$ cat src/rtl/isp_seq_pkg.sv
// Shared widths, protocol constants and types for the ISP session sequencer.
package isp_seq_pkg;
    localparam int IR_W   = 10;
    localparam int LEN_W  = 5;
    localparam int DATA_W = 16;
    localparam int IDLE_W = 24;
    localparam int SEC_W  = 13;

    localparam logic [IR_W-1:0] IR_ENTER   = 10'h2CC;
    localparam logic [IR_W-1:0] IR_SEL     = 10'h203;
    localparam logic [IR_W-1:0] IR_ERASE   = 10'h2F2;
    localparam logic [IR_W-1:0] IR_PROG    = 10'h2F4;
    localparam logic [IR_W-1:0] IR_LEAVE   = 10'h201;
    localparam logic [IR_W-1:0] IR_BYPASS  = 10'h3FF;

    typedef enum logic [1:0] {
        CK_IR   = 2'd0,
        CK_DR   = 2'd1,
        CK_IDLE = 2'd2
    } cmd_kind_e;

    typedef enum logic [3:0] {
        PH_IDLE,
        PH_ENTER,
        PH_ERASE,
        PH_PHDR,
        PH_PWORD,
        PH_CHECK,
        PH_FHDR,
        PH_FWORD,
        PH_EXIT
    } phase_e;

    typedef struct packed {
        cmd_kind_e            kind;
        logic [IR_W-1:0]      ir;
        logic [LEN_W-1:0]     len;
        logic [DATA_W-1:0]    data;
        logic [IDLE_W-1:0]    idle;
    } isp_cmd_t;
endpackage

$ cat src/rtl/isp_cmd_gen.sv
// Command builder: maps (phase, micro-step, sector slot, word) to one driver command.
// Assumes the phase/step registers are stable while the result is latched.
// Purely combinational; unused fields of a command are forced to zero.
module isp_cmd_gen
    import isp_seq_pkg::*;
#(
    parameter int          IDX_W       = 12,
    parameter logic [23:0] ENTER_IDLE  = 24'd18003,
    parameter logic [23:0] SETUP_IDLE  = 24'd93,
    parameter logic [23:0] ERASE_IDLE  = 24'd9000003,
    parameter logic [23:0] WORD_IDLE   = 24'd1800,
    parameter logic [23:0] LEAVE_IDLE  = 24'd18003,
    parameter logic [23:0] BYPASS_IDLE = 24'd18000,
    parameter logic [15:0] HDR_MASK    = 16'hFBFF
) (
    input  phase_e              phase,
    input  logic [2:0]          ustep,
    input  logic [1:0]          sel,
    input  logic [IDX_W-1:0]    widx,
    input  logic [DATA_W-1:0]   word,
    output isp_cmd_t            cmd,
    output logic                last,
    output logic                has_cmd
);
    localparam logic [SEC_W-1:0] SEC_ER0 = 13'h0011;
    localparam logic [SEC_W-1:0] SEC_ER1 = 13'h0001;
    localparam logic [SEC_W-1:0] SEC_ER2 = 13'h0000;
    localparam logic [SEC_W-1:0] SEC_B0  = 13'h0000;
    localparam logic [SEC_W-1:0] SEC_B1  = 13'h0001;

    logic [SEC_W-1:0] sec_id;

    // Pick the sector number addressed by the current select step.
    always_comb begin
        sec_id = SEC_B0;
        if (phase == PH_ERASE) begin
            case (sel)
                2'd0:    sec_id = SEC_ER0;
                2'd1:    sec_id = SEC_ER1;
                default: sec_id = SEC_ER2;
            endcase
        end else if (phase == PH_PHDR && sel[0]) begin
            sec_id = SEC_B1;
        end
    end

    // Build the command for the current micro-step and flag the last step of a phase.
    always_comb begin
        cmd     = '0;
        last    = 1'b0;
        has_cmd = 1'b1;
        case (phase)
            PH_ENTER: begin
                last = (ustep == 3'd1);
                if (ustep == 3'd0) begin cmd.kind = CK_IR;   cmd.ir   = IR_ENTER;   end
                else               begin cmd.kind = CK_IDLE; cmd.idle = ENTER_IDLE; end
            end
            PH_ERASE, PH_PHDR, PH_FHDR: begin
                last = (ustep == 3'd4);
                case (ustep)
                    3'd0: begin cmd.kind = CK_IR;   cmd.ir = IR_SEL;       end
                    3'd1: begin cmd.kind = CK_IDLE; cmd.idle = SETUP_IDLE; end
                    3'd2: begin
                        cmd.kind = CK_DR;
                        cmd.len  = LEN_W'(SEC_W);
                        cmd.data = DATA_W'(sec_id);
                    end
                    3'd3: begin
                        cmd.kind = CK_IR;
                        cmd.ir   = (phase == PH_ERASE) ? IR_ERASE : IR_PROG;
                    end
                    default: begin
                        cmd.kind = CK_IDLE;
                        cmd.idle = (phase == PH_ERASE) ? ERASE_IDLE : SETUP_IDLE;
                    end
                endcase
            end
            PH_PWORD, PH_FWORD: begin
                last = (ustep == 3'd1);
                if (ustep == 3'd0) begin
                    cmd.kind = CK_DR;
                    cmd.len  = LEN_W'(DATA_W);
                    cmd.data = (phase == PH_FWORD && widx == '0) ? (word & HDR_MASK) : word;
                end else begin
                    cmd.kind = CK_IDLE;
                    cmd.idle = WORD_IDLE;
                end
            end
            PH_EXIT: begin
                last = (ustep == 3'd3);
                case (ustep)
                    3'd0:    begin cmd.kind = CK_IR;   cmd.ir   = IR_LEAVE;    end
                    3'd1:    begin cmd.kind = CK_IDLE; cmd.idle = LEAVE_IDLE;  end
                    3'd2:    begin cmd.kind = CK_IR;   cmd.ir   = IR_BYPASS;   end
                    default: begin cmd.kind = CK_IDLE; cmd.idle = BYPASS_IDLE; end
                endcase
            end
            default: has_cmd = 1'b0;
        endcase
    end
endmodule

$ cat src/rtl/isp_progress.sv
// Session position tracker: phase, micro-step, sector/block slot and word index.
// Assumes 'go' only while idle and 'advance' at most once per completed command
// (or once for the verify-sample phase). HDR_WORDS must not exceed BLK0_WORDS.
module isp_progress
    import isp_seq_pkg::*;
#(
    parameter int BLK0_WORDS = 3328,
    parameter int BLK1_WORDS = 512,
    parameter int HDR_WORDS  = 4,
    parameter int ERASE_N    = 3,
    parameter int IDX_W      = 12
) (
    input  logic             clk,
    input  logic             rst_n,
    input  logic             go,
    input  logic             advance,
    input  logic             last,
    input  logic             verify_ok,
    output phase_e           phase,
    output logic [2:0]       ustep,
    output logic [1:0]       sel,
    output logic [IDX_W-1:0] widx
);
    localparam logic [IDX_W-1:0] B0_LAST  = IDX_W'(BLK0_WORDS - 1);
    localparam logic [IDX_W-1:0] B1_LAST  = IDX_W'(BLK1_WORDS - 1);
    localparam logic [IDX_W-1:0] HDR_LAST = IDX_W'(HDR_WORDS - 1);
    localparam logic [1:0]       ER_LAST  = 2'(ERASE_N - 1);

    logic blk_end;

    // Last word of the block currently being programmed.
    assign blk_end = sel[0] ? (widx == B1_LAST) : (widx == B0_LAST);

    // Step through the fixed session order one completed command at a time.
    always_ff @(posedge clk) begin
        if (!rst_n) begin
            phase <= PH_IDLE;
            ustep <= '0;
            sel   <= '0;
            widx  <= '0;
        end else if (go) begin
            phase <= PH_ENTER;
            ustep <= '0;
            sel   <= '0;
            widx  <= '0;
        end else if (advance) begin
            if (phase == PH_CHECK) begin
                phase <= verify_ok ? PH_FHDR : PH_EXIT;
                ustep <= '0;
            end else if (!last) begin
                ustep <= ustep + 3'd1;
            end else begin
                ustep <= '0;
                case (phase)
                    PH_ENTER: begin phase <= PH_ERASE; sel <= '0; end
                    PH_ERASE: begin
                        if (sel == ER_LAST) begin phase <= PH_PHDR; sel <= '0; end
                        else sel <= sel + 2'd1;
                    end
                    PH_PHDR: begin phase <= PH_PWORD; widx <= '0; end
                    PH_PWORD: begin
                        if (!blk_end)         widx <= widx + 1'b1;
                        else if (sel == 2'd0) begin phase <= PH_PHDR; sel <= 2'd1; end
                        else                  phase <= PH_CHECK;
                    end
                    PH_FHDR: begin phase <= PH_FWORD; widx <= '0; end
                    PH_FWORD: begin
                        if (widx == HDR_LAST) phase <= PH_EXIT;
                        else                  widx  <= widx + 1'b1;
                    end
                    PH_EXIT: phase <= PH_IDLE;
                    default: phase <= PH_IDLE;
                endcase
            end
        end
    end
endmodule

$ cat src/rtl/isp_session_seq.sv
// Top of the ISP session sequencer: session control, command handshake to the
// JTAG driver and expected-image read port. Assumes cmd_done is asserted only
// while cmd_valid is high, and rd_data is valid in the cycle rd_blk/rd_idx are.
module isp_session_seq
    import isp_seq_pkg::*;
#(
    parameter int          BLK0_WORDS  = 3328,
    parameter int          BLK1_WORDS  = 512,
    parameter int          HDR_WORDS   = 4,
    parameter logic [23:0] ENTER_IDLE  = 24'd18003,
    parameter logic [23:0] SETUP_IDLE  = 24'd93,
    parameter logic [23:0] ERASE_IDLE  = 24'd9000003,
    parameter logic [23:0] WORD_IDLE   = 24'd1800,
    parameter logic [23:0] LEAVE_IDLE  = 24'd18003,
    parameter logic [23:0] BYPASS_IDLE = 24'd18000,
    localparam int         MAX_WORDS   = (BLK0_WORDS > BLK1_WORDS) ? BLK0_WORDS : BLK1_WORDS,
    localparam int         IDX_W       = (MAX_WORDS > 1) ? $clog2(MAX_WORDS) : 1
) (
    input  logic              clk,
    input  logic              rst_n,
    input  logic              start,
    input  logic              verify_ok,
    output logic              busy,
    output logic              done,
    output logic              pass,
    output logic              cmd_valid,
    output logic [1:0]        cmd_kind,
    output logic [9:0]        cmd_ir,
    output logic [4:0]        cmd_dr_len,
    output logic [15:0]       cmd_dr_data,
    output logic [23:0]       cmd_idle,
    input  logic              cmd_done,
    output logic              rd_blk,
    output logic [IDX_W-1:0]  rd_idx,
    input  logic [15:0]       rd_data
);
    phase_e           phase;
    logic [2:0]       ustep;
    logic [1:0]       sel;
    logic [IDX_W-1:0] widx;
    isp_cmd_t         next_cmd;
    isp_cmd_t         cur_cmd;
    logic             last;
    logic             has_cmd;
    logic             go;
    logic             advance;

    // Accept a session request only when idle; step on completion or verify sample.
    assign go      = start && !busy;
    assign advance = (cmd_valid && cmd_done) ||
                     (busy && !cmd_valid && phase == PH_CHECK);

    // Expected image is read only while programming words of a block.
    assign rd_blk = (phase == PH_PWORD) && sel[0];
    assign rd_idx = widx;

    isp_progress #(
        .BLK0_WORDS (BLK0_WORDS),
        .BLK1_WORDS (BLK1_WORDS),
        .HDR_WORDS  (HDR_WORDS),
        .ERASE_N    (3),
        .IDX_W      (IDX_W)
    ) u_prog (
        .clk       (clk),
        .rst_n     (rst_n),
        .go        (go),
        .advance   (advance),
        .last      (last),
        .verify_ok (verify_ok),
        .phase     (phase),
        .ustep     (ustep),
        .sel       (sel),
        .widx      (widx)
    );

    isp_cmd_gen #(
        .IDX_W       (IDX_W),
        .ENTER_IDLE  (ENTER_IDLE),
        .SETUP_IDLE  (SETUP_IDLE),
        .ERASE_IDLE  (ERASE_IDLE),
        .WORD_IDLE   (WORD_IDLE),
        .LEAVE_IDLE  (LEAVE_IDLE),
        .BYPASS_IDLE (BYPASS_IDLE),
        .HDR_MASK    (16'hFBFF)
    ) u_gen (
        .phase   (phase),
        .ustep   (ustep),
        .sel     (sel),
        .widx    (widx),
        .word    (rd_data),
        .cmd     (next_cmd),
        .last    (last),
        .has_cmd (has_cmd)
    );

    // Session control: latch commands, retire them on done, close the session.
    always_ff @(posedge clk) begin
        if (!rst_n) begin
            busy      <= 1'b0;
            done      <= 1'b0;
            pass      <= 1'b0;
            cmd_valid <= 1'b0;
            cur_cmd   <= '0;
        end else begin
            done <= 1'b0;
            if (!busy) begin
                if (start) begin
                    busy <= 1'b1;
                    pass <= 1'b0;
                end
            end else if (cmd_valid) begin
                if (cmd_done) cmd_valid <= 1'b0;
            end else if (phase == PH_CHECK) begin
                pass <= verify_ok;
            end else if (has_cmd) begin
                cur_cmd   <= next_cmd;
                cmd_valid <= 1'b1;
            end else begin
                busy <= 1'b0;
                done <= 1'b1;
            end
        end
    end

    // Present the latched command to the driver.
    assign cmd_kind    = cur_cmd.kind;
    assign cmd_ir      = cur_cmd.ir;
    assign cmd_dr_len  = cur_cmd.len;
    assign cmd_dr_data = cur_cmd.data;
    assign cmd_idle    = cur_cmd.idle;
endmodule


$ cat config.mk
export PLATFORM = sky130hd
export DESIGN_NAME = isp_session_seq
export DESIGN_NICKNAME = d
export VERILOG_FILES = /design/src/rtl/isp_seq_pkg.sv /design/src/rtl/isp_cmd_gen.sv /design/src/rtl/isp_progress.sv /design/src/rtl/isp_session_seq.sv
export SDC_FILE = /design/constraint.sdc
export NUM_CORES = 1
export LEC_CHECK = 0
export BUFFER_PORTS_ARGS = -buffer_cell sky130_fd_sc_hd__buf_2
export CORE_MARGIN = 2
export CORE_UTILIZATION = 53
export CTS_CLUSTER_SIZE = 8
export DETAILED_ROUTE_END_ITERATION = 7
export PLACE_DENSITY = 0.91
export SETUP_SLACK_MARGIN = 0.2
export SYNTH_ARGS = -nofsm -noshare
export SYNTH_HDL_FRONTEND = slang
export SYNTH_SLANG_ARGS = --single-unit
$ cat constraint.sdc
create_clock -name clk -period 2.55 [get_ports clk]
set_clock_uncertainty 0.05 [all_clocks]
set_input_delay 0.51 -clock clk [delete_from_list [all_inputs] [get_ports clk]]
set_output_delay 0.51 -clock clk [all_outputs]
set_load 0.05 [all_outputs]
==> results of run 1 <==
## logic make-up (layout without fill, tap and decap cells)
kind of cell	count (synthesis)	in the layout	synth area share (%)
DFF	64	64	37.0
muxes	3	3	0.866
other	1	11	0.108
AOI/OAI and AO/OA	108	108	21.8
buffers and inverters	58	129	8.99
xor gates and xnor gates	2	2	0.505
adders and majority gates	7	7	2.53
and+or+nand+nor	193	193	28.3
## per-stage QoR
stage               power, µW  setup WS [ps]  instance area, µm²  cells
global route             2250            173                4170    594
global placement         1260            264                3900    574
finish                   2180            231                4170    594
floorplan                1220            254                3510    446
CTS                      2190            225                4120    590
detailed placement       1260            167                3900    574
## repair_timing
action | CTS | global route
setup endpoints to repair | 12 | 30
pin swaps | 0 | 2
gates resized for setup | 1 | 12
setup buffers | 0 | 4
hold buffers | 0 | 0
## routing by layer
| layer | GRT usage [%] | up-vias | part of all wire [%] |
|---|---|---|---|
| met5 | 0 | - | 0 |
| met1 | 32.5 | 1651 | 43 |
| met3 | 6.32 | 12 | 7.9 |
| li1 | - | 1703 | - |
| met4 | 8.80 | 0 | 1.1 |
| met2 | 39.7 | 163 | 48 |
## how the worst min path moves through the flow
stage | startpoint | slack (ps) | endpoint
after global placement | cmd_dr_data[1]$_SDFFE_PN0P_ | 380 | cmd_dr_data[1]$_SDFFE_PN0P_
final | rd_data[11] | 350 | cmd_dr_data[11]$_SDFFE_PN0P_
after floorplan | u_prog.ustep[1]$_SDFFE_PP0N_ | 420 | u_prog.ustep[1]$_SDFFE_PP0N_
after detailed placement | cmd_dr_data[1]$_SDFFE_PN0P_ | 390 | cmd_dr_data[1]$_SDFFE_PN0P_
after global routing | rd_data[2] | 360 | cmd_dr_data[2]$_SDFFE_PN0P_
after CTS | rd_data[11] | 340 | cmd_dr_data[11]$_SDFFE_PN0P_
## sequential cells by signal, indices dropped and copies added, names as in the netlist
name / cells
cmd_dr_len: 2
pass: 1
cmd_kind: 2
busy: 1
u_prog.phase: 4
u_prog.widx: 12
cmd_idle: 11
cmd_valid: 1
u_prog.sel: 2
u_prog.ustep: 3
cmd_dr_data: 16
done: 1
cmd_ir: 8
## critical path, stage by stage, from the launching register on
cell and delay (ps):
dfxtp_2 370, or4bb_1 510, a2111o_1 490, o211a_4 320
and3_4 230, a31o_2 250
## power groups by stage
stage	logic, µW	registers [µW]	clock network [µW]
final	220	1020	940
after global routing	235	1020	989
after CTS	218	1020	947
after detailed placement	217	1040	0
after global placement	215	1040	0
after floorplan	138	1080	0
## synth_stat cells (all sizes together), types with 8 or more instances
cell type  count  area, µm²
a32o          11        110
nor3          16       80.1
inv            8       30.0
nor2          17       63.8
nand2         66        248
nor2b         10       62.6
buf           26        190
a31oi          9       56.3
o21ai         10       50.1
a21oi         39        195
clkbuf        23       87.6
nand3         36        180
dfxtp         64       1280
## final cells by class
cell class	count	area, µm²
fill	527	2180
multi-input combinational	324	1940
tap	77	96.3
sequential	64	1300
clock inverter	4	50.0
inverter	9	33.8
timing repair buffer	104	588
clock buffer	12	165
==> results.txt, run 1 <==
----------------------------------------------------
[Clock network]
  Clk buf depth ... 2
  TritonCTS clock tree ... built
  CTS sink cnt ... 64
  Latest clock arrival within the worst-skew pair ... 350 ps
  Post-CTS clock slew at the launch and capture registers of the worst setup and hold paths ... 80 ps
  Number of buffers added by the clock tree synthesis step ... 9
  Cell at the root of the clock tree ... clkbuf_8
  Depth of the CTS H-tree ... 3

[Worst setup path]
  Kind of critical path ... reg -> reg
  Capturing instance or port of the critical path ... u_prog.widx[0]$_SDFFE_PP0P_
  Worst Setup End Kind ... register
  Launch point of the worst reg-to-reg path ... u_prog.widx[10]$_SDFFE_PP0P_
  Maximum fanout count along the critical path ... 11
  Depth of the most critical reg-to-reg path ... 5
  Arrival time worst endpoint ... 2520 ps
  Critical register-to-register path endpoint ... u_prog.widx[0]$_SDFFE_PP0P_
  Category of the worst setup path launch point ... register
  Launching element of the worst setup path ... u_prog.widx[10]$_SDFFE_PP0P_
  Required time of the worst setup path ... 2750 ps
  Worst R2R Setup Slack ... 230 ps

[Route]
  Antenna viol nets, final ... 0
  Number of remaining DRC errors ... 0
  Initial detailed-routing violation count ... 283
  Via count ... 3,529
  First drt pass iteration count ... 5
  Routed via count divided by cell count ... 5.94
  Total wirelength of the detailed-routed design ... 9.00 mm
  Detailed-route wire length per cell ... 15.2 µm

[Floorplan]
  IO Pins ... 95
  Die boundary width ... 84.9 µm
  Overall die area ... 0.00720 mm²
  Row cnt ... 29
  Effective utilization at floorplan ... 54.6%
  Core Region ... 0.00635 mm²
  Die outline height ... 84.9 µm

[Place]
  Detail Placement HPWL ... 6.48 mm
  Global placer's final weighted congestion ... 0.959
  Count of port buffers added during placement ... 83

[Pwr]
  Share of total power in sequential cells ... 46.8%
  Clock network fraction of design power ... 43.1%
  Gate power share ... 10.1%
  Fraction of power spent switching nets ... 26.8%
  Switching power of the nets ... 584 µW
  Power per cell area ... 522 mW/mm²
  Standby leakage power ... 0.00173 µW
  Maximum vdd ir drop ... 0.447 mV
  Total internal power ... 1600 µW

[Layout]
  Area growth from synthesis to final layout ... 20.4%
  Number of nets in the layout ... 540
  Most common cell after layout, fill and taps aside ... buf_2
  Share of layout cells above drive strength 1 ... 27.7%
  Leading cell types in the layout, fill and taps excluded ... buf_2 (82), nand2_1 (66), dfxtp_1 (55)
  N_diodes ... 0
  Core Util, Final ... 65.7%

[Logic synthesis]
  Number of enable flip-flop cells after synthesis ... 0
  Flops & latches, synth ... 64
  Count of cell types in the netlist ... 64
  Syn avg cell area ... 7.95 µm²
  Post-Synthesis Cell Area ... 0.00347 mm²
  Dominant register cell in the synthesized netlist ... dfxtp_1
  Asr flop ratio synth ... 0%
  Sequential area share after synthesis ... 37.0%
  Number of standard cells after synthesis ... 436
  Warnings, synthesis ... 0

[Timing]
  Max-slew violation count ... 0
  Shortest period the worst path allows ... 2320 ps
  Final worst hold slack ... 354 ps
  Hold Violations, Final ... 0
  Final Setup Violations ... 0
  Final total negative setup slack ... 0 ps
  Share of the clock period used by the worst path after layout ... 91.0%
  Unrepaired setup endpoints after global routing ... true
  Worst slew pin tran ... 661 ps
  Remaining max-slew budget at the tightest pin ... 55.9%
  Max Freq ... 431 MHz

[Status]
  Outcome ... finished, final reports clean

[GRT]
  Total congestion overflow ... 0
  First-pass GRT wire length ... 14.5 mm
  Number of global-route vias before repair ... 3,102
  Initial antenna violation count ... 0
  Largest net degree at the start of global routing ... 39
  GR Util All Layers ... 24.8%

[Min path]
  Min-Delay Path Depth ... 3
  Class of the tightest hold or removal check ... in -> reg

[Run]
  Number of max-cap violations ... 0

----------------------------------------------------
Power figures use the tool's default switching activity.
==> inputs of run 2 (changes only) <==
--- a/config.mk
+++ b/config.mk
@@ -7,11 +7,12 @@
 export LEC_CHECK = 0
 export BUFFER_PORTS_ARGS = -buffer_cell sky130_fd_sc_hd__buf_2
 export CORE_MARGIN = 2
-export CORE_UTILIZATION = 53
+export CORE_UTILIZATION = 55
 export CTS_CLUSTER_SIZE = 8
 export DETAILED_ROUTE_END_ITERATION = 7
-export PLACE_DENSITY = 0.91
+export PLACE_DENSITY = 0.9
 export SETUP_SLACK_MARGIN = 0.2
 export SYNTH_ARGS = -nofsm -noshare
 export SYNTH_HDL_FRONTEND = slang
+export SYNTH_HIERARCHICAL = 1
 export SYNTH_SLANG_ARGS = --single-unit
==> results.txt, run 2 <==
----------------------------------------------------
[Status]
  Outcome ... finished with violations
  Failing checks ... setup timing

[Clock network]
  Number of buffers added by the clock tree synthesis step ... 9 (unchanged)
  Depth of the CTS H-tree ... 3 (unchanged)
  Post-CTS clock slew at the launch and capture registers of the worst setup and hold paths ... 90 ps (about the same)
  CTS sink cnt ... 82 (+28%)
  Cell at the root of the clock tree ... clkbuf_8
  Hold-fix buffers at CTS ... 0 (unchanged)
  TritonCTS clock tree ... built
  Latest clock arrival within the worst-skew pair ... 360 ps (about the same)
  Clk buf depth ... 2 (unchanged)

[Worst setup path]
  Depth of the most critical reg-to-reg path ... 10 (+5)
  Critical register-to-register path endpoint ... u_prog/sel[1]$_SDFFE_PP0P_
  Required time of the worst setup path ... 2790 ps (+40 ps)
  Kind of critical path ... reg -> reg
  Category of the worst setup path launch point ... register
  Launching element of the worst setup path ... u_prog/phase[1]$_SDFFE_PP0P_
  Maximum fanout count along the critical path ... 13 (+2)
  Launch point of the worst reg-to-reg path ... u_prog/phase[1]$_SDFFE_PP0P_
  Arrival time worst endpoint ... 2940 ps (+420 ps)
  Worst Setup End Kind ... register
  Worst R2R Setup Slack ... -160 ps (-390 ps)

[Layout]
  Area growth from synthesis to final layout ... 23.7%
  Leading cell types in the layout, fill and taps excluded ... nand2_1 (142), buf_2 (93), dfxtp_1 (79)
  N_diodes ... 0 (unchanged)
  Final design area excluding fillers ... 0.00577 mm² (+38%)
  Largest register FFs ... 24 (+8)
  Cell Count, Final, Fillers Out ... 800 (+35%)
  Share of layout cells above drive strength 1 ... 29.6% (+2.0 points)
  Number of nets in the layout ... 713 (+32%)
  Most common cell after layout, fill and taps aside ... nand2_1

[Route]
  Detailed-route wire length per cell ... 16.4 µm (+8.2%)
  Initial detailed-routing violation count ... 606 (+110%)
  Number of remaining DRC errors ... 0 (unchanged)
  First drt pass iteration count ... 5 (unchanged)
  Routed via count divided by cell count ... 5.90 (-0.63%)
  Antenna viol nets, final ... 0 (unchanged)
  Via count ... 4,723 (+34%)
  Total wirelength of the detailed-routed design ... 13.1 mm (+46%)

[Min path]
  WHS Endpoint ... busy$_SDFF_PN0_
  Min-Delay Path Depth ... 2 (-1)
  Start point of the worst min-delay path ... start
  Class of the tightest hold or removal check ... in -> reg

[Timing]
  Worst slew pin tran ... 670 ps (+9.32 ps)
  Final critical-path setup slack ... -159 ps (-389 ps)
  Max-slew violation count ... 0 (unchanged)
  Final Setup Violations ... 7 (+7)
  Share of the clock period used by the worst path after layout ... 106% (+15 points)
  Remaining max-slew budget at the tightest pin ... 55.3% (-0.51 points)
  Unrepaired setup endpoints after global routing ... true
  Hold Violations, Final ... 0 (unchanged)
  Final total negative setup slack ... -370 ps (-370 ps)
  Shortest period the worst path allows ... 2710 ps (+389 ps)
  Max Freq ... 369 MHz (-14%)

[Floorplan]
  Die boundary width ... 96.1 µm (+13%)
  Effective utilization at floorplan ... 56.8% (+2.2 points)
  IO Pins ... 95 (unchanged)
  Overall die area ... 0.00923 mm² (+28%)
  Core Region ... 0.00822 mm² (+29%)
  Row cnt ... 33 (+14%)
  Die outline height ... 96.1 µm (+13%)

[Logic synthesis]
  Count of cell types in the netlist ... 68 (+6.3%)
  Sequential area share after synthesis ... 35.2% (-1.8 points)
  Top cells by area, synth ... dfxtp_1 (35%), mux2i_1 (13%), nand2_1 (12%)
  Number of standard cells after synthesis ... 578 (+33%)
  Dominant register cell in the synthesized netlist ... dfxtp_1
  Count leader, synth ... nand2_1
  Syn avg cell area ... 8.07 µm² (+1.5%)
  Warnings, synthesis ... 6 (+6)
  Cell type contributing the most total cell area after synthesis ... dfxtp_1
  Flops & latches, synth ... 82 (+28%)
  Yosys top cell area share ... 35.2% (-1.8 points)
  Post-Synthesis Cell Area ... 0.00466 mm² (+35%)
  Number of enable flip-flop cells after synthesis ... 0 (unchanged)
  Asr flop ratio synth ... 0% (unchanged)
  Leading post-synthesis cells by instance count ... nand2_1 (143), dfxtp_1 (82), mux2i_1 (61)

[Place]
  Pre-CTS worst setup slack ... -149 ps (-316 ps)
  Post-DP Area ... 0.00533 mm² (+36%)
  Detail Placement HPWL ... 8.22 mm (+27%)
  Cell count after placement ... 768 (+34%)
  Count of port buffers added during placement ... 94 (+13%)
  Global placer's final weighted congestion ... 0.922 (-3.8%)

[GRT]
  Initial antenna violation count ... 0 (unchanged)
  Total congestion overflow ... 0 (unchanged)
  First-pass GRT wire length ... 19.2 mm (+33%)
  GR Util All Layers ... 26.3% (+1.5 points)
  Largest net degree at the start of global routing ... 122 (+210%)
  Number of global-route vias before repair ... 4,158 (+34%)

[Pwr]
  Final total power ... 2670 µW (+22%)
  Standby leakage power ... 0.00245 µW (+42%)
  Power per cell area ... 462 mW/mm² (-12%)
  Maximum vdd ir drop ... 0.445 mV (-0.35%)

[Run]
  Number of max-cap violations ... 0 (unchanged)

----------------------------------------------------
-- run 2: changes by cell type after synthesis, sizes merged, moves of 9 or more --
cell,before,now
nand2,66,143
mux2i,3,61
a21oi,39,17
nand3,36,14
nor2,17,37
dfxtp,64,82
and3,2,19
buf,26,40
o21ai,10,22
a32o,11,1
nor3,16,7
-- run 2: where the power goes --
group          switching, µW  internal, µW  leakage, µW
sequential              7.20          1290     0.000663
combinational            170           100      0.00167
clock                    526           570     0.000117
-- run 2: how the worst max path moves through the flow --
stage,end,cells after the start
floorplan,u_prog/sel[1]$_SDFFE_PP0P_,11
global placement,u_prog/widx[11]$_SDFFE_PP0P_,9
detailed placement,u_prog/widx[11]$_SDFFE_PP0P_,9
CTS,u_prog/sel[1]$_SDFFE_PP0P_,9
global route,u_prog/sel[1]$_SDFFE_PP0P_,10
finish,u_prog/sel[1]$_SDFFE_PP0P_,10
-- run 2: per-layer routing --
layer,part of all wire (%),vias up,global-route usage [%],wire (µm)
met4,5.0,0,10.7,657
met5,0,-,0,0
met2,46,333,43.7,5970
li1,-,2189,-,-
met1,39,2119,32.4,5170
met3,10,82,6.50,1320
-- run 2: cells by family after synthesis --
logic type                 count (synthesis)  share of synthesized area (%)
other                                      1                         0.0804
and+or+nand+nor                          276                           29.5
buffers and inverters                     71                           9.09
xor gates and xnor gates                   5                          0.939
DFF                                       82                           35.2
AOI/OAI and AO/OA                         80                           11.6
muxes                                     61                           13.1
adders and majority gates                  2                          0.536
-- run 2: critical path: stages (launching register included) --
cell,delay (ps)
dfxtp_2,330
buf_4,180
xor2_1,180
nor3b_2,250
o31ai_2,100
o31ai_2,240
nand2_1,170
or3_1,350
a211o_1,280
or3_1,380
a21oi_1,140
-- run 2: area by class of cell --
cell class / count / area (µm²)
Timing Repair Buffer: 152 / 978
Sequential cell: 82 / 1650
Clock inverter: 7 / 106
Multi-Input combinational cell: 435 / 2750
Clock buffer: 9 / 124
Tap cell: 105 / 131
Fill cell: 599 / 2450
Inverter: 10 / 37.5
-- run 2: repair_timing --
item | CTS | global route
pin swaps | 13 | 3
buffers inserted | 3 | 13
endpoints found under the setup margin | 18 | 43
resized for setup | 8 | 11
-- run 2: stage by stage --
step	utilization, %	hold WS [ps]
after floorplan	-	424
after global placement	64.8	389
after detailed placement	64.8	396
after CTS	68.3	377
after global routing	70.2	381
final	70.2	374
==> inputs of run 3 (changes only) <==
--- a/config.mk
+++ b/config.mk
@@ -5,7 +5,7 @@
 export SDC_FILE = /design/constraint.sdc
 export NUM_CORES = 1
 export LEC_CHECK = 0
-export BUFFER_PORTS_ARGS = -buffer_cell sky130_fd_sc_hd__buf_2
+export BUFFER_PORTS_ARGS = -buffer_cell sky130_fd_sc_hd__clkbuf_2
 export CORE_MARGIN = 2
 export CORE_UTILIZATION = 55
 export CTS_CLUSTER_SIZE = 8
==> results.txt, run 3 (synthesis gave the netlist of run 2 again) <==
----------------------------------------------------
[Floorplan]
  Effective utilization at floorplan ... 56.8% (unchanged)
  Row cnt ... 33 (unchanged)
  Die boundary width ... 96.1 µm (unchanged)
  Overall die area ... 0.00923 mm² (unchanged)
  IO Pins ... 95 (unchanged)
  Core Region ... 0.00822 mm² (unchanged)
  Die outline height ... 96.1 µm (unchanged)

[Place]
  Pre-CTS worst setup slack ... -187 ps (-37.5 ps)
  Detail Placement HPWL ... 8.46 mm (+2.9%)
  Global placer's final weighted congestion ... 0.930 (+0.89%)
  Count of port buffers added during placement ... 94 (unchanged)
  Post-DP Area ... 0.00528 mm² (-0.85%)

[Pwr]
  Maximum vdd ir drop ... 0.309 mV (-30%)
  Standby leakage power ... 0.00233 µW (-4.9%)
  Power per cell area ... 446 mW/mm² (-3.5%)

[Timing]
  Final critical-path setup slack ... -217 ps (-57.7 ps)
  Unrepaired setup endpoints after global routing ... true
  Max-slew violation count ... 0 (unchanged)
  Share of the clock period used by the worst path after layout ... 108% (+2.3 points)
  Max Freq ... 361 MHz (-2.1%)
  Hold Violations, Final ... 0 (unchanged)
  Remaining max-slew budget at the tightest pin ... 45.6% (-9.7 points)
  Final worst hold slack ... 377 ps (+2.48 ps)
  Final Setup Violations ... 17 (+10)
  Worst slew pin tran ... 816 ps (+146 ps)
  Shortest period the worst path allows ... 2770 ps (+57.7 ps)

[Layout]
  Core Util, Final ... 69.3% (-0.87 points)
  Most common cell after layout, fill and taps aside ... nand2_1
  Leading cell types in the layout, fill and taps excluded ... nand2_1 (142), clkbuf_2 (92), dfxtp_1 (79)
  Area growth from synthesis to final layout ... 22.2%
  Fillcell total ... 625 (+4.3%)
  Area of all sequential standard cells ... 0.00165 mm² (unchanged)
  Share of layout cells above drive strength 1 ... 29.5% (-0.18 points)
  Number of nets in the layout ... 707 (-0.84%)
  Largest register FFs ... 24 (unchanged)
  Area occupied by multi-input gates ... 0.00277 mm² (+0.91%)
  N_diodes ... 0 (unchanged)
  Final design area excluding fillers ... 0.00570 mm² (-1.2%)

[GRT]
  Initial antenna violation count ... 0 (unchanged)
  Largest net degree at the start of global routing ... 77 (-37%)
  GR Util All Layers ... 26.8% (+0.54 points)
  First-pass GRT wire length ... 19.7 mm (+2.4%)
  Total congestion overflow ... 0 (unchanged)
  Number of global-route vias before repair ... 4,196 (+0.91%)

[Worst setup path]
  Arrival time worst endpoint ... 3010 ps (+70 ps)
  Cell Chain, Critical Path ... buf_6, xor2_1, nor3b_2, o31ai_4, o31ai_2, nand2_1, or3_1, a211o_1, or3_4, a21oi_2
  Slowest cell on the critical path ... or3_1
  Required time of the worst setup path ... 2800 ps (about the same)
  Category of the worst setup path launch point ... register
  Maximum fanout count along the critical path ... 11 (-2)
  Launch point of the worst reg-to-reg path ... u_prog/phase[1]$_SDFFE_PP0P_
  Worst Setup End Kind ... register
  Kind of critical path ... reg -> reg
  Largest stage delay, worst path ... 370 ps (about the same)
  Launching element of the worst setup path ... u_prog/phase[1]$_SDFFE_PP0P_

[Clock network]
  CTS sink cnt ... 82 (unchanged)
  Latest clock arrival within the worst-skew pair ... 370 ps (about the same)
  Hold-fix buffers at CTS ... 0 (unchanged)
  Post-CTS clock slew at the launch and capture registers of the worst setup and hold paths ... 90 ps (about the same)
  Cell at the root of the clock tree ... clkbuf_8
  Clk buf depth ... 2 (unchanged)
  TritonCTS clock tree ... built
  Number of buffers added by the clock tree synthesis step ... 9 (unchanged)
  Depth of the CTS H-tree ... 3 (unchanged)

[Min path]
  Class of the tightest hold or removal check ... in -> reg
  Start point of the worst min-delay path ... start

[Route]
  Detailed-route wire length per cell ... 16.9 µm (+2.8%)
  Number of remaining DRC errors ... 0 (unchanged)
  Antenna viol nets, final ... 0 (unchanged)
  Total wirelength of the detailed-routed design ... 13.4 mm (+2.0%)
  Routed via count divided by cell count ... 5.90 (about the same)
  First drt pass iteration count ... 5 (unchanged)
  Via count ... 4,687 (-0.76%)
  Initial detailed-routing violation count ... 648 (+6.9%)

[Status]
  Failing checks ... setup timing
  Outcome ... finished with violations

[Run]
  Number of max-cap violations ... 0 (unchanged)

----------------------------------------------------
[run 3: cell count changes in the layout (fill, tap and decap cells not counted), moves of 2 or more]
| cell | before | now |
|---|---|---|
| clkbuf_2 | 0 | 92 |
| buf_6 | 2 | 7 |
| o31ai_2 | 3 | 1 |
| buf_2 | 93 | 0 |
| buf_4 | 52 | 46 |
| buf_12 | 5 | 1 |
| nand3_2 | 1 | 3 |
[run 3: critical path: cells and delay by family, from the launching register on]
kind	cells	cell delay, ps
and+or+nand+nor	4	1260
AOI/OAI and AO/OA	4	730
DFF	1	340
xor gates and xnor gates	1	170
buffers and inverters	1	140
[run 3: layout make-up]
cell class	count	share of cell area (%)
inverters	10	0.659
flip-flops and latches	82	28.9
clock inverters	7	1.47
well taps	105	2.31
multi-input cells	435	48.6
repair buffers	146	15.9
clock buffers	9	2.17
[run 3: report_power, final]
part / internal (µW) / total (µW) / leakage (µW) / switching, µW
registers: 1290 / 1300 / 0.000663 / 7.78
clock network: 469 / 987 / 0.000102 / 519
logic: 83.7 / 253 / 0.00157 / 169
[run 3: per-stage QoR]
step	power [µW]	cells	TNS [ps]
floorplan	1520	588	-1720
global placement	1560	767	-127
detailed placement	1570	767	-1060
CTS	2540	790	-179
global route	2640	794	-2090
finish	2540	794	-1980
[run 3: path summary, 6_finish.rpt]
path                                  endpoint  slack, ps  cells past startpoint
setup / recovery    u_prog/sel[1]$_SDFFE_PP0P_       -220                     10
hold / removal                 busy$_SDFF_PN0_        380                      2
setup reg to reg    u_prog/sel[1]$_SDFFE_PP0P_       -220                     10
hold reg to reg   cmd_dr_data[10]$_SDFFE_PN0P_        410                      2
[run 3: repair_timing]
item	in CTS	in global routing
setup endpoints to repair	16	19
resized for setup	9	22
endpoints found under the hold margin	0	0
pin swaps	5	6
gates cloned	0	0
buffers inserted	7	4
[run 3: per-layer routing]
metal | vias to the layer above | track usage, % | routed length [µm]
met4 | 0 | 10.6 | 370
met1 | 2189 | 33.9 | 5300
li1 | 2182 | - | -
met3 | 42 | 5.25 | 1190
met5 | - | 0 | 0
met2 | 274 | 44.7 | 6530
